==> config.mk <==
export PLATFORM = sky130hd
export DESIGN_NAME = cmd_status_unit
export DESIGN_NICKNAME = d
export VERILOG_FILES = /design/src/rtl/cmd_status_pkg.sv /design/src/rtl/cmd_decode.sv /design/src/rtl/busy_timer.sv /design/src/rtl/event_latch.sv /design/src/rtl/cmd_status_unit.sv
export SDC_FILE = /design/constraint.sdc
export NUM_CORES = 1
export LEC_CHECK = 0
export BUFFER_PORTS_ARGS = -buffer_cell sky130_fd_sc_hd__buf_2
export CAP_MARGIN = 5
export CORE_UTILIZATION = 40
export CTS_CLUSTER_DIAMETER = 200
export DETAILED_ROUTE_END_ITERATION = 16
export PLACE_DENSITY = 0.76
export SLEW_MARGIN = 5
export SYNTH_ARGS = -nofsm -noshare
export SYNTH_HDL_FRONTEND = slang
export SYNTH_SLANG_ARGS = --single-unit
==> constraint.sdc <==
create_clock -name clk -period 1.6 [get_ports clk]
set_input_delay 0.32 -clock clk [delete_from_list [all_inputs] [get_ports clk]]
set_output_delay 0.32 -clock clk [all_outputs]
set_load 0.03 [all_outputs]
==> src/rtl/cmd_status_pkg.sv <==
package cmd_status_pkg;
  localparam int WORD_W  = 16;
  localparam int OP_W    = 5;
  localparam int ARG_W   = WORD_W - OP_W;
  localparam int WIN_W   = 3;
  localparam int LATCH_W = 11;
  localparam int FILT_W  = 4;
  localparam int ST_DMA  = LATCH_W;
  localparam int ST_BUSY = LATCH_W + 1;

  typedef enum logic [OP_W-1:0] {
    OP_TOTAL_RST  = 5'd0,
    OP_WINDOW     = 5'd1,
    OP_RX_OFF     = 5'd3,
    OP_RX_ON      = 5'd4,
    OP_RX_RST     = 5'd5,
    OP_RX_DISCARD = 5'd8,
    OP_TX_ON      = 5'd9,
    OP_TX_OFF     = 5'd10,
    OP_TX_RST     = 5'd11,
    OP_ACK        = 5'd13,
    OP_INT_MASK   = 5'd14,
    OP_VIS_MASK   = 5'd15,
    OP_FILTER     = 5'd16
  } opcode_e;

  typedef struct packed {
    logic total_rst;
    logic win_ld;
    logic rx_off;
    logic rx_on;
    logic rx_rst;
    logic rx_discard;
    logic tx_on;
    logic tx_off;
    logic tx_rst;
    logic ack;
    logic int_ld;
    logic vis_ld;
    logic filt_ld;
  } cmd_dec_t;
endpackage

==> src/rtl/cmd_decode.sv <==
module cmd_decode
  import cmd_status_pkg::*;
(
  input  logic              wr_i,
  input  logic [WORD_W-1:0] word_i,
  output cmd_dec_t          dec_o,
  output logic [ARG_W-1:0]  arg_o
);
  logic [OP_W-1:0] op;

  assign op    = word_i[WORD_W-1:ARG_W];
  assign arg_o = word_i[ARG_W-1:0];

  always_comb begin
    dec_o = '0;
    if (wr_i) begin
      case (op)
        OP_TOTAL_RST:  dec_o.total_rst  = 1'b1;
        OP_WINDOW:     dec_o.win_ld     = 1'b1;
        OP_RX_OFF:     dec_o.rx_off     = 1'b1;
        OP_RX_ON:      dec_o.rx_on      = 1'b1;
        OP_RX_RST:     dec_o.rx_rst     = 1'b1;
        OP_RX_DISCARD: dec_o.rx_discard = 1'b1;
        OP_TX_ON:      dec_o.tx_on      = 1'b1;
        OP_TX_OFF:     dec_o.tx_off     = 1'b1;
        OP_TX_RST:     dec_o.tx_rst     = 1'b1;
        OP_ACK:        dec_o.ack        = 1'b1;
        OP_INT_MASK:   dec_o.int_ld     = 1'b1;
        OP_VIS_MASK:   dec_o.vis_ld     = 1'b1;
        OP_FILTER:     dec_o.filt_ld    = 1'b1;
        default:       dec_o            = '0;
      endcase
    end
  end
endmodule

==> src/rtl/busy_timer.sv <==
module busy_timer #(
  parameter int CYCLES = 8
) (
  input  logic clk,
  input  logic rst_n,
  input  logic start_i,
  output logic busy_o
);
  localparam int CNT_W = $clog2(CYCLES + 1);

  logic [CNT_W-1:0] cnt_q, cnt_d;
  logic             cnt_en;

  always_comb begin
    cnt_d  = cnt_q;
    cnt_en = start_i || (cnt_q != '0);
    if (start_i)             cnt_d = CNT_W'(CYCLES);
    else if (cnt_q != '0)    cnt_d = cnt_q - 1'b1;
  end

  always_ff @(posedge clk or negedge rst_n) begin
    if (!rst_n)      cnt_q <= '0;
    else if (cnt_en) cnt_q <= cnt_d;
  end

  assign busy_o = (cnt_q != '0);

  assert_busy_start_R5: assert property (@(posedge clk) disable iff (!rst_n)
    start_i |=> busy_o);
  assert_busy_bound_R5: assert property (@(posedge clk) disable iff (!rst_n)
    cnt_q <= CNT_W'(CYCLES));
  assert_busy_fall_R5: assert property (@(posedge clk) disable iff (!rst_n)
    $fell(busy_o) |-> !$past(start_i));
endmodule

==> src/rtl/event_latch.sv <==
module event_latch
  import cmd_status_pkg::*;
(
  input  logic               clk,
  input  logic               rst_n,
  input  logic [LATCH_W-1:0] set_i,
  input  logic               clr_all_i,
  input  logic               ack_i,
  input  logic [LATCH_W-1:0] ack_mask_i,
  output logic [LATCH_W-1:0] lat_o
);
  logic [LATCH_W-1:0] lat_q, lat_en;

  for (genvar i = 0; i < LATCH_W; i++) begin : g_bit
    assign lat_en[i] = set_i[i] || clr_all_i || (ack_i && ack_mask_i[i]);
    always_ff @(posedge clk or negedge rst_n) begin
      if (!rst_n)         lat_q[i] <= 1'b0;
      else if (lat_en[i]) lat_q[i] <= set_i[i];
    end
  end

  assign lat_o = lat_q;

  assert_evt_sets_R7: assert property (@(posedge clk) disable iff (!rst_n)
    (set_i != '0) |=> ((lat_o & $past(set_i)) == $past(set_i)));
  assert_ack_clears_R8: assert property (@(posedge clk) disable iff (!rst_n)
    ack_i |=> ((lat_o & $past(ack_mask_i & ~set_i)) == '0));
endmodule

==> src/rtl/cmd_status_unit.sv <==
module cmd_status_unit
  import cmd_status_pkg::*;
#(
  parameter int BUSY_CYCLES = 8
) (
  input  logic               clk,
  input  logic               rst_n,
  input  logic               cmd_wr,
  input  logic [15:0]        cmd_word,
  input  logic [10:0]        evt_pulse,
  input  logic               dma_busy,
  output logic [15:0]        status_word,
  output logic               irq,
  output logic [2:0]         win_sel,
  output logic               rx_enable,
  output logic               tx_enable,
  output logic [3:0]         rx_filter,
  output logic               rx_reset_pulse,
  output logic               tx_reset_pulse,
  output logic               rx_discard_pulse
);
  typedef struct packed {
    logic [WIN_W-1:0]   win;
    logic               rx_en;
    logic               tx_en;
    logic [FILT_W-1:0]  filt;
    logic [LATCH_W-1:0] int_mask;
    logic [LATCH_W-1:0] vis_mask;
    logic               rx_p;
    logic               tx_p;
    logic               disc_p;
  } ctl_t;

  logic [1:0]         rst_pipe;
  logic               rst_q;
  cmd_dec_t           dec;
  logic [ARG_W-1:0]   arg;
  ctl_t               ctl_q, ctl_d;
  logic               ctl_en;
  logic               busy_start, busy;
  logic [LATCH_W-1:0] lat;

  always_ff @(posedge clk or negedge rst_n) begin
    if (!rst_n) rst_pipe <= '0;
    else        rst_pipe <= {rst_pipe[0], 1'b1};
  end
  assign rst_q = rst_pipe[1];

  cmd_decode u_dec (
    .wr_i   (cmd_wr),
    .word_i (cmd_word),
    .dec_o  (dec),
    .arg_o  (arg)
  );

  assign busy_start = dec.total_rst | dec.rx_rst | dec.tx_rst | dec.rx_discard;

  busy_timer #(.CYCLES(BUSY_CYCLES)) u_busy (
    .clk     (clk),
    .rst_n   (rst_q),
    .start_i (busy_start),
    .busy_o  (busy)
  );

  event_latch u_lat (
    .clk        (clk),
    .rst_n      (rst_q),
    .set_i      (evt_pulse),
    .clr_all_i  (dec.total_rst),
    .ack_i      (dec.ack),
    .ack_mask_i (arg),
    .lat_o      (lat)
  );

  always_comb begin
    ctl_d        = ctl_q;
    ctl_d.rx_p   = 1'b0;
    ctl_d.tx_p   = 1'b0;
    ctl_d.disc_p = 1'b0;
    ctl_en       = cmd_wr | ctl_q.rx_p | ctl_q.tx_p | ctl_q.disc_p;
    if (dec.total_rst) begin
      ctl_d      = '0;
      ctl_d.rx_p = 1'b1;
      ctl_d.tx_p = 1'b1;
    end
    if (dec.win_ld)     ctl_d.win      = arg[WIN_W-1:0];
    if (dec.rx_off)     ctl_d.rx_en    = 1'b0;
    if (dec.rx_on)      ctl_d.rx_en    = 1'b1;
    if (dec.rx_rst) begin
      ctl_d.rx_en = 1'b0;
      ctl_d.rx_p  = 1'b1;
    end
    if (dec.rx_discard) ctl_d.disc_p   = 1'b1;
    if (dec.tx_on)      ctl_d.tx_en    = 1'b1;
    if (dec.tx_off)     ctl_d.tx_en    = 1'b0;
    if (dec.tx_rst) begin
      ctl_d.tx_en = 1'b0;
      ctl_d.tx_p  = 1'b1;
    end
    if (dec.int_ld)     ctl_d.int_mask = arg;
    if (dec.vis_ld)     ctl_d.vis_mask = arg;
    if (dec.filt_ld)    ctl_d.filt     = arg[FILT_W-1:0];
  end

  always_ff @(posedge clk or negedge rst_q) begin
    if (!rst_q)      ctl_q <= '0;
    else if (ctl_en) ctl_q <= ctl_d;
  end

  assign status_word      = {ctl_q.win, busy, dma_busy, lat & ctl_q.vis_mask};
  assign irq              = |(lat & ctl_q.int_mask);
  assign win_sel          = ctl_q.win;
  assign rx_enable        = ctl_q.rx_en;
  assign tx_enable        = ctl_q.tx_en;
  assign rx_filter        = ctl_q.filt;
  assign rx_reset_pulse   = ctl_q.rx_p;
  assign tx_reset_pulse   = ctl_q.tx_p;
  assign rx_discard_pulse = ctl_q.disc_p;

  assert_win_load_R2: assert property (@(posedge clk) disable iff (!rst_q)
    (cmd_wr && cmd_word[15:11] == 5'd1) |=> (win_sel == $past(cmd_word[2:0])));
  assert_rxrst_off_R4: assert property (@(posedge clk) disable iff (!rst_q)
    rx_reset_pulse |-> !rx_enable);
  assert_txrst_off_R4: assert property (@(posedge clk) disable iff (!rst_q)
    tx_reset_pulse |-> !tx_enable);
  assert_unused_op_R13: assert property (@(posedge clk) disable iff (!rst_q)
    (cmd_wr && cmd_word[15:11] == 5'd2) |=>
      ($stable(win_sel) && $stable(rx_enable) && $stable(tx_enable) && $stable(rx_filter)));
endmodule

==> flow_metrics.py, run 1 <==
metrics = {
    "status": {
        "status": "finished with violations",
        "violations": "setup timing",
    },
    "synth": {
        "ys_ff_latch": 51,
        "synth_area_um2": 2325,
        "synth-main-ff-cell": "dfrtp_1",
        "yosys_warnings": 0,
        "synthDistinctLibCells": 40,
        "syn_nets": 230,
        "avgSynthCellArea_um2": 11.74,
        "netlist_instances": 198,
        "ys_seq_area_share_pct": 54.90,
        "synth_edf_count": 0,
        "async_flop_share_pct": 100.0,
    },
    "job": {
        "cap_violations": 0,
    },
    "power_and_ir_drop": {
        "p_int_mw": 2.141,
        "power_frac_comb_pct": 27.5,
        "switchingPower_mw": 0.9871,
        "power_density_nw_per_um2": 1080,
        "seq_power_share_pct": 49.2,
        "clockPowerShare_pct": 23.3,
        "ir_drop_uv": 628.7,
        "p_leak_nw": 1.329,
        "swShare_pct": 31.55,
    },
    "route": {
        "routed_wl_um": 5277,
        "num_vias": 1833,
        "viasPerCell": 5.488,
        "drtPass1Iterations": 4,
        "drc": 0,
        "ant_nets": 0,
        "wire_per_inst_um": 15.80,
        "drt-initial-drc-count": 129,
    },
    "clock_tree": {
        "cts_tree": "yes",
        "cts_buffers": 5,
        "clkLatencyLatePin_ns": 0.31,
        "cts_sinks": 51,
        "clk_pin_slew_ns": 0.09,
        "cts_root_buf": "clkbuf_8",
        "clk_path_buf_depth": 2,
        "cts_max_level": 2,
    },
    "cells_and_area": {
        "syn_to_final_growth_pct": 24.60,
        "stdcell_count": 334,
        "num_antenna_cells": 0,
        "final_core_utilization_pct": 52.28,
        "seqCellArea_um2": 1279,
        "multi_input_area_um2": 919.6,
        "final_nets": 293,
        "drive_gt1_share_pct": 38.93,
        "fillers": 499,
    },
    "floorplanning": {
        "die_area_um2": 6121,
        "die_h_um": 78.24,
        "core-area_um2": 5540,
        "initial_core_util_pct": 41.96,
        "die_w_um": 78.24,
        "rows": 27,
        "io_pins": 60,
    },
    "placement": {
        "pre_cts_ws_ns": -0.2244,
        "routabilityCongestion": 0.8688,
        "dp_hpwl_um": 3868,
        "placed_cells_incl_taps": 324,
        "numPortBuffers": 57,
    },
    "worst_setup_path": {
        "cp_top_family": "compound AO/OA/AOI/OAI gates",
        "worstPathCellList": "a22o_1, a221oi_2, nand3_1, buf_6",
        "start_kind": "register",
        "critPathKind": "reg2out",
        "critPathCaptureType": "output port",
        "critical_path_depth": 4,
        "cp_max_fo": 3,
        "r2r-end": "rx_filter[2]",
        "crit_start": "u_lat.lat_o[2]",
        "critPathRequiredTime_ns": 1.28,
        "worstRegToRegCells": 3,
        "worst_ep_arrival_time_ns": 1.44,
        "reg2reg_slack_ns": 0.05,
        "slowest_stage": "dfrtp_1",
        "regToRegStartpoint": "rx_reset_pulse",
        "slowest_delay_ns": 0.41,
        "critical_path_buf_inv_count": 1,
        "critPathCapture": "irq",
    },
    "global_routing": {
        "grt_max_degree": 27,
        "grt_pass1_wl_um": 8659,
        "grt_overflow": 0,
        "antenna_found_initial": 0,
        "grt_pass1_vias": 1795,
        "track_usage_pct": 18.54,
    },
    "timing": {
        "period_share_pct": 110.1,
        "rsz0062_at_grt": "true",
        "finalHoldViolations": 0,
        "slew_viol_final": 0,
        "max_freq_mhz": 567.9,
        "finClkSkew_ns": 0.009627,
        "max_slew_margin_pct": 49.98,
        "setup_viol": 1,
        "finalWorstSetupSlack_ns": -0.1608,
        "tightest_slew_ns": 0.7475,
        "min_period_ns": 1.761,
    },
    "min_path": {
        "min_path_type": "in2reg",
    },
}
stage by stage:
step                      hold slack, ns  total power [mW]  area (um^2)  TNS (ns)
after global placement            0.1058             2.324         2754    -4.952
after floorplan                  0.02441             2.160         2369    -2.327
after CTS                         0.1872             3.127         2884   -0.1878
final                             0.1954             3.128         2897   -0.1608
after detailed placement          0.1064             2.351         2754    -5.454
after global routing              0.1789             3.297         2897   -0.2351
power groups by stage:
stage / Sequential (mW) / Clock, mW / Combinational, mW
CTS: 1.54 / 0.753 / 0.835
detailed placement: 1.56 / 0 / 0.791
finish: 1.54 / 0.728 / 0.861
global placement: 1.55 / 0 / 0.770
global route: 1.56 / 0.797 / 0.945
floorplan: 1.55 / 0 / 0.606
worst min path at each step:
stage,end,cells after the start,startpoint
finish,u_lat.lat_o[6],2,evt_pulse[6]
global route,u_lat.lat_o[5],2,evt_pulse[5]
CTS,u_lat.lat_o[5],2,evt_pulse[5]
detailed placement,rst_pipe[0],1,rst_n
global placement,rst_pipe[0],1,rst_n
floorplan,rst_pipe[0],0,rst_n
cell families after synthesis:
logic type	Yosys count	synth area share, %
AOI/OAI and AO/OA	56	21.74
xor gates and xnor gates	2	0.7536
adders and majority gates	1	0.5381
buffers and inverters	27	7.212
DFF	51	54.90
other	1	0.1613
and+or+nand+nor	60	14.69
layout by cell type (no fill, tap or decap), drive strengths merged, types with 2 or more instances in the layout:
master / Yosys / final
nand2: 17 / 17
a22o: 5 / 5
a32o: 26 / 26
a21oi: 4 / 4
nand2b: 4 / 4
nor2: 7 / 7
nor3: 4 / 4
clkbuf: 6 / 6
nand3: 3 / 3
dfrtp: 51 / 51
or4: 2 / 2
xnor2: 2 / 2
or3: 3 / 3
a221oi: 2 / 2
inv: 2 / 2
buf: 19 / 80
a31o: 11 / 11
clkinv: 0 / 2
and2: 12 / 12
registers in the layout, indices dropped and copies added, names as in the netlist:
signal / count
tx_reset_pulse: 1
rx_reset_pulse: 1
ctl_q: 22
rx_filter: 4
u_lat.lat_o: 11
win_sel: 3
rx_discard_pulse: 1
rx_enable: 1
tx_enable: 1
rst_pipe: 2
u_busy.cnt_q: 4
layer usage:
layer | track usage, % | up-vias | part of all wire, %
met3 | 5.116 | 6 | 5.9
met5 | 0 | - | 0
met4 | 7.407 | 0 | 1.4
li1 | - | 863 | -
met2 | 29.74 | 53 | 49
met1 | 23.68 | 911 | 44
area by class of cell:
cell class                      instances  share of cell area, %
Clock buffer                            6                  2.505
Clock inverter                          2                 0.4752
Inverter                                2                 0.2592
Multi-Input combinational cell        120                  31.75
Sequential cell                        51                  44.15
Tap cell                               72                  3.110
Timing Repair Buffer                   81                  17.75
worst register-to-register path: cells and delay by family (launching register included):
family                 cells  cell delay [ns]
buffers and inverters      1             0.20
DFF                        1             0.41
and+or+nand+nor            1             0.59
AOI/OAI and AO/OA          1             0.25
Yosys cell counts, types with 2 or more instances:
master | number | area (um^2)
xnor2_1 | 2 | 17.52
nor2_1 | 7 | 26.28
dfrtp_1 | 51 | 1276
and2_1 | 12 | 75.07
a21oi_1 | 4 | 20.02
nor3_1 | 4 | 20.02
buf_2 | 5 | 25.02
a31o_1 | 10 | 87.58
a32o_1 | 26 | 260.3
nand2b_1 | 4 | 25.02
clkbuf_1 | 6 | 22.52
buf_4 | 12 | 90.09
nand2_1 | 17 | 63.81
a22o_1 | 5 | 43.79
or3_1 | 3 | 18.77
a221oi_1 | 2 | 17.52
nand3_1 | 3 | 15.01
buf_6 | 2 | 22.52
inv_1 | 2 | 7.510
timing repair:
| action | in CTS | in global routing |
|---|---|---|
| buffers inserted | 1 | 0 |
| resized for setup | 7 | 3 |
| hold endpoints to repair | 2 | 0 |
| endpoints found under the setup margin | 2 | 5 |
| hold buffers | 1 | 0 |
| pin swaps | 0 | 1 |
(Power assumes the default switching activity.)
==> inputs of run 2 (changes only) <==
PLACE_DENSITY = 0.73   (was 0.76)
clock period = 1.7 ns   (was 1.6 ns; I/O delays follow)
==> run 2 against run 1 <==
The flow still finishes with violations (setup timing). Count of clock-buffer cells in the layout stayed put. Highest routed layer unchanged. First-iteration DRC count decreased by 3.1%. Utilization is 0.18 points lower. Clock power increased by 19%. Critical path depth is the same. Die area stayed put. Largest cell class unchanged. Sequential cell count unchanged. Non-clock buffer count shrank 1. Sequential power shrank 6%. Clock skew down 0.0081 ns.
==> flow_metrics.py, run 2 (same netlist as run 1, synthesis figures left out) <==
metrics = {
    "status": {
        "status": "finished with violations",
        "violations": "setup timing",
    },
    "route": {
        "routed_wl_um": 5359,
        "wire_per_inst_um": 16.09,
        "ant_nets": 0,
        "num_vias": 1822,
        "drt-initial-drc-count": 125,
        "drtPass1Iterations": 5,
        "drc": 0,
        "viasPerCell": 5.471,
    },
    "global_routing": {
        "grt_pass1_wl_um": 8776,
        "grt_pass1_vias": 1848,
        "antenna_found_initial": 0,
        "grt_overflow": 0,
        "track_usage_pct": 18.35,
        "grt_max_degree": 40,
    },
    "floorplanning": {
        "initial_core_util_pct": 41.96,
        "core-area_um2": 5540,
        "die_area_um2": 6121,
        "rows": 27,
        "die_h_um": 78.24,
        "io_pins": 60,
        "die_w_um": 78.24,
    },
    "cells_and_area": {
        "regMostFlops": "ctl_q",
        "layout_common_cells": "55 x buf_2, 49 x dfrtp_1, 26 x a32o_1, 21 x buf_4, 16 x nand2_1",
        "final_nets": 292,
        "largest_register_ff_count": 22,
        "num_antenna_cells": 0,
        "drive_gt1_share_pct": 37.93,
        "final_core_utilization_pct": 52.10,
        "syn_to_final_growth_pct": 24.17,
        "layout_commonest_cell": "buf_2",
    },
    "timing": {
        "period_share_pct": 104.2,
        "max_freq_mhz": 564.6,
        "setup_tns_ns": -0.07107,
        "rsz0062_at_grt": "true",
        "finClkSkew_ns": 0.001507,
        "tightest_slew_ns": 0.7816,
        "finalHoldViolations": 0,
        "slew_viol_final": 0,
        "max_slew_margin_pct": 47.70,
        "finalWorstSetupSlack_ns": -0.07107,
        "min_period_ns": 1.771,
        "setup_viol": 1,
    },
    "worst_setup_path": {
        "slowest_delay_ns": 0.39,
        "critPathCaptureType": "output port",
        "start_kind": "register",
        "slowest_stage": "dfrtp_1",
        "critPathKind": "reg2out",
        "worstPathCellList": "a22o_1, a221oi_2, nand3_1, buf_6",
        "critPathRequiredTime_ns": 1.36,
        "critical_path_buf_inv_count": 1,
        "cp_top_family": "compound AO/OA/AOI/OAI gates",
        "worst_ep_arrival_time_ns": 1.43,
        "cp_max_fo": 2,
    },
    "power_and_ir_drop": {
        "p_total_mw": 3.093,
        "p_leak_nw": 1.329,
        "power_density_nw_per_um2": 1072,
        "ir_drop_uv": 548.5,
    },
    "job": {
        "cap_violations": 0,
    },
    "placement": {
        "routabilityCongestion": 0.8656,
        "dp_hpwl_um": 3898,
        "numPortBuffers": 57,
        "pre_cts_ws_ns": -0.1407,
    },
    "clock_tree": {
        "cts_buffers": 5,
        "clk_path_buf_depth": 2,
        "clkLatencyLatePin_ns": 0.30,
        "cts_max_level": 2,
        "cts_sinks": 51,
        "cts_tree": "yes",
        "clk_pin_slew_ns": 0.09,
        "cts_root_buf": "clkbuf_8",
    },
    "min_path": {
        "min_path_type": "reg2async",
    },
}
-- run 2: per-layer routing --
layer / global-route usage (%) / wire length [um] / part of all wire (%) / vias to the layer above
met1: 24.31 / 2451 / 46 / 911
met5: 0 / 0 / 0 / -
met2: 29.21 / 2538 / 47 / 51
met3: 5.581 / 332 / 6.2 / 4
met4: 4.815 / 37 / 0.69 / 0
li1: - / - / - / 856
-- run 2: per-stage QoR --
step                      hold WS, ns  cells  area [um^2]
final                          0.1495    333         2887
after global routing           0.1838    333         2887
after CTS                      0.1602    333         2873
after detailed placement       0.1297    322         2718
after global placement         0.1271    322         2718
after floorplan               0.04441    198         2332
-- run 2: final timing paths --
check	from	endpoint	slack, ns	depth (start not counted)
worst min register to register	rst_pipe[1]	u_busy.cnt_q[2]	0.15	0
worst min-delay path	rst_pipe[1]	u_busy.cnt_q[2]	0.15	0
worst max register to register	rx_reset_pulse	ctl_q[5]	0.13	3
worst max-delay path	ctl_q[19]	irq	-0.07	4
max in group asynchronous	rst_pipe[1]	tx_enable	1.07	1
min in group clk	evt_pulse[10]	u_lat.lat_o[10]	0.22	2
-- run 2: final cells by class --
cell class	count	area [um^2]
clock buffers	6	82.58
clock inverters	2	35.03
fillers	494	2654
inverters	2	7.507
multi-input cells	120	898.4
flip-flops and latches	51	1279
well taps	72	90.09
repair buffers	80	494.2
-- run 2: what timing repair did --
item                       in CTS  in global routing
setup buffers                   2                  0
pin swaps                       0                  1
gates resized for setup         3                  5
hold endpoints to repair        2                  0
setup endpoints to repair       1                  2
hold buffers                    1                  0
-- run 2: worst reg2reg max path, delay by kind of cell (launching register included) --
kind	cells	cell delay [ns]
AND/OR/NAND/NOR	1	0.60
flip-flops	1	0.40
AO/OA/AOI/OAI	1	0.26
buffers and inverters	1	0.21
-- run 2: power by group --
part | internal [mW] | switching (mW) | leakage [nW] | total [mW]
clock | 0.476 | 0.386 | 0.0612 | 0.863
sequential | 1.35 | 0.0904 | 0.629 | 1.44
combinational | 0.350 | 0.439 | 0.640 | 0.789
total | 2.18 | 0.915 | 1.33 | 3.09
==> inputs of run 3 (changes only) <==
clock period = 2 ns   (was 1.7 ns; I/O delays follow)
==> run 3 against run 2 <==
The run now ends clean. Non-clock buffer count decreased by 15. Largest cell class unchanged. First-iteration DRC count decreased by 22%. Largest power group unchanged. Clock power decreased by 4.8%. Sequential cell count unchanged. Sequential power decreased by 15%. Global-route usage decreased by 1.5 points. Critical path type unchanged. Critical path depth unchanged. Worst hold slack improved by 0.13 ns. Combinational power decreased by 23%. Die area unchanged. Final cell count decreased by 4.5%.
==> flow_metrics.py, run 3 (same netlist as run 1, synthesis figures left out) <==
metrics = {
    "clock_tree": {
        "ctsResizeCount": 0,
        "cts_tree": "yes",
        "ctsHoldBuffers": 1,
        "cts_root_buf": "clkbuf_8",
        "cts_buffers": 5,
        "clk_pin_slew_ns": 0.09,
        "cts_sinks": 51,
        "clk_path_buf_depth": 2,
        "clkLatencyLatePin_ns": 0.30,
        "cts_setup_buffers": 0,
        "cts_max_level": 2,
    },
    "cells_and_area": {
        "layout_commonest_cell": "buf_2",
        "final_nets": 277,
        "final_core_utilization_pct": 49.39,
        "syn_to_final_growth_pct": 17.71,
        "largest_register_ff_count": 22,
        "stdcell_count": 318,
        "regMostFlops": "ctl_q",
        "layout_common_cells": "57 x buf_2, 50 x dfrtp_1, 26 x a32o_1, 17 x nand2_1, 12 x and2_1",
        "num_antenna_cells": 0,
        "drive_gt1_share_pct": 31.71,
    },
    "global_routing": {
        "grt_max_degree": 50,
        "grt_pass1_wl_um": 8017,
        "antenna_found_initial": 0,
        "grt_overflow": 0,
        "grt_pass1_vias": 1623,
        "track_usage_pct": 16.84,
    },
    "power_and_ir_drop": {
        "power_density_nw_per_um2": 967.5,
        "p_leak_nw": 1.249,
        "clockPowerShare_pct": 31.0,
        "p_int_mw": 1.899,
        "switchingPower_mw": 0.7480,
        "seq_power_share_pct": 46.0,
        "power_frac_comb_pct": 22.9,
        "ir_drop_uv": 465.6,
        "swShare_pct": 28.26,
    },
    "floorplanning": {
        "die_w_um": 78.24,
        "core-area_um2": 5540,
        "rows": 27,
        "io_pins": 60,
        "die_area_um2": 6121,
        "initial_core_util_pct": 41.96,
        "die_h_um": 78.24,
    },
    "timing": {
        "finalWorstSetupSlack_ns": 0.05410,
        "tightest_slew_ns": 0.8279,
        "min_period_ns": 1.946,
        "finClkSkew_ns": 0.008047,
        "max_slew_margin_pct": 44.61,
        "rsz0062_at_grt": "false",
        "max_freq_mhz": 513.9,
        "setup_tns_ns": 0,
        "setup_viol": 0,
        "finalHoldViolations": 0,
        "slew_viol_final": 0,
        "period_share_pct": 97.29,
    },
    "route": {
        "routed_wl_um": 4950,
        "wire_per_inst_um": 15.57,
        "drtPass1Iterations": 4,
        "drt-initial-drc-count": 98,
        "viasPerCell": 5.450,
        "drc": 0,
        "num_vias": 1733,
        "ant_nets": 0,
    },
    "worst_setup_path": {
        "critPathCaptureType": "output port",
        "worst_ep_arrival_time_ns": 1.55,
        "critPathRequiredTime_ns": 1.60,
        "cp_max_fo": 2,
        "reg2reg_slack_ns": 0.44,
        "critPathKind": "reg2out",
        "start_kind": "register",
    },
    "placement": {
        "numPortBuffers": 57,
        "placed_cells_incl_taps": 309,
        "dp_hpwl_um": 3465,
        "routabilityCongestion": 0.7687,
        "pre_cts_ws_ns": 0.08276,
    },
    "status": {
        "status": "complete, no violations",
    },
    "min_path": {
        "min_path_type": "in2reg",
    },
    "job": {
        "cap_violations": 0,
    },
}
-- run 3: final cells by class --
| class | count | area [um^2] |
|---|---|---|
| fillers | 533 | 2804 |
| multi-input cells | 120 | 880.8 |
| clock inverters | 2 | 60.06 |
| clock buffers | 6 | 72.57 |
| well taps | 72 | 90.09 |
| inverters | 2 | 7.507 |
| repair buffers | 65 | 347.8 |
| flip-flops and latches | 51 | 1277 |
-- run 3: per-layer routing --
layer | up-vias | track usage, % | part of all wire, %
met5 | - | 0 | 0
met4 | 0 | 5.741 | 1.1
met3 | 5 | 2.558 | 3.6
met2 | 38 | 26.84 | 47
met1 | 858 | 23.40 | 48
li1 | 832 | - | -
-- run 3: through the flow --
stage / area, um^2 / power, mW / hold slack [ns]
after floorplan: 2325 / 1.718 / 0.1044
after global placement: 2594 / 1.831 / 0.1877
after detailed placement: 2594 / 1.850 / 0.1884
after CTS: 2736 / 2.670 / 0.2778
after global routing: 2736 / 2.766 / 0.2820
final: 2736 / 2.647 / 0.2843
-- run 3: final timing paths --
check                               start                to  depth (start not counted)
min in group asynchronous     rst_pipe[1]   u_busy.cnt_q[3]                          1
setup / recovery                ctl_q[16]               irq                          4
max in group asynchronous     rst_pipe[1]  rx_discard_pulse                          1
setup reg to reg           rx_reset_pulse        win_sel[2]                          5
hold reg to reg               rst_pipe[1]   u_busy.cnt_q[3]                          1
hold / removal               evt_pulse[7]    u_lat.lat_o[7]                          2
-- run 3: critical path: stages, from the launching register on --
cell	delay (ns)
dfrtp_1	0.39
a22o_1	0.26
a221oi_1	0.27
nand3_1	0.14
buf_2	0.20
-- run 3: power groups by stage --
| stage | Sequential (mW) | Combinational (mW) | Clock, mW |
|---|---|---|---|
| after floorplan | 1.24 | 0.474 | 0 |
| after global placement | 1.24 | 0.596 | 0 |
| after detailed placement | 1.24 | 0.611 | 0 |
| after CTS | 1.22 | 0.612 | 0.838 |
| after global routing | 1.23 | 0.660 | 0.872 |
| final | 1.22 | 0.606 | 0.822 |
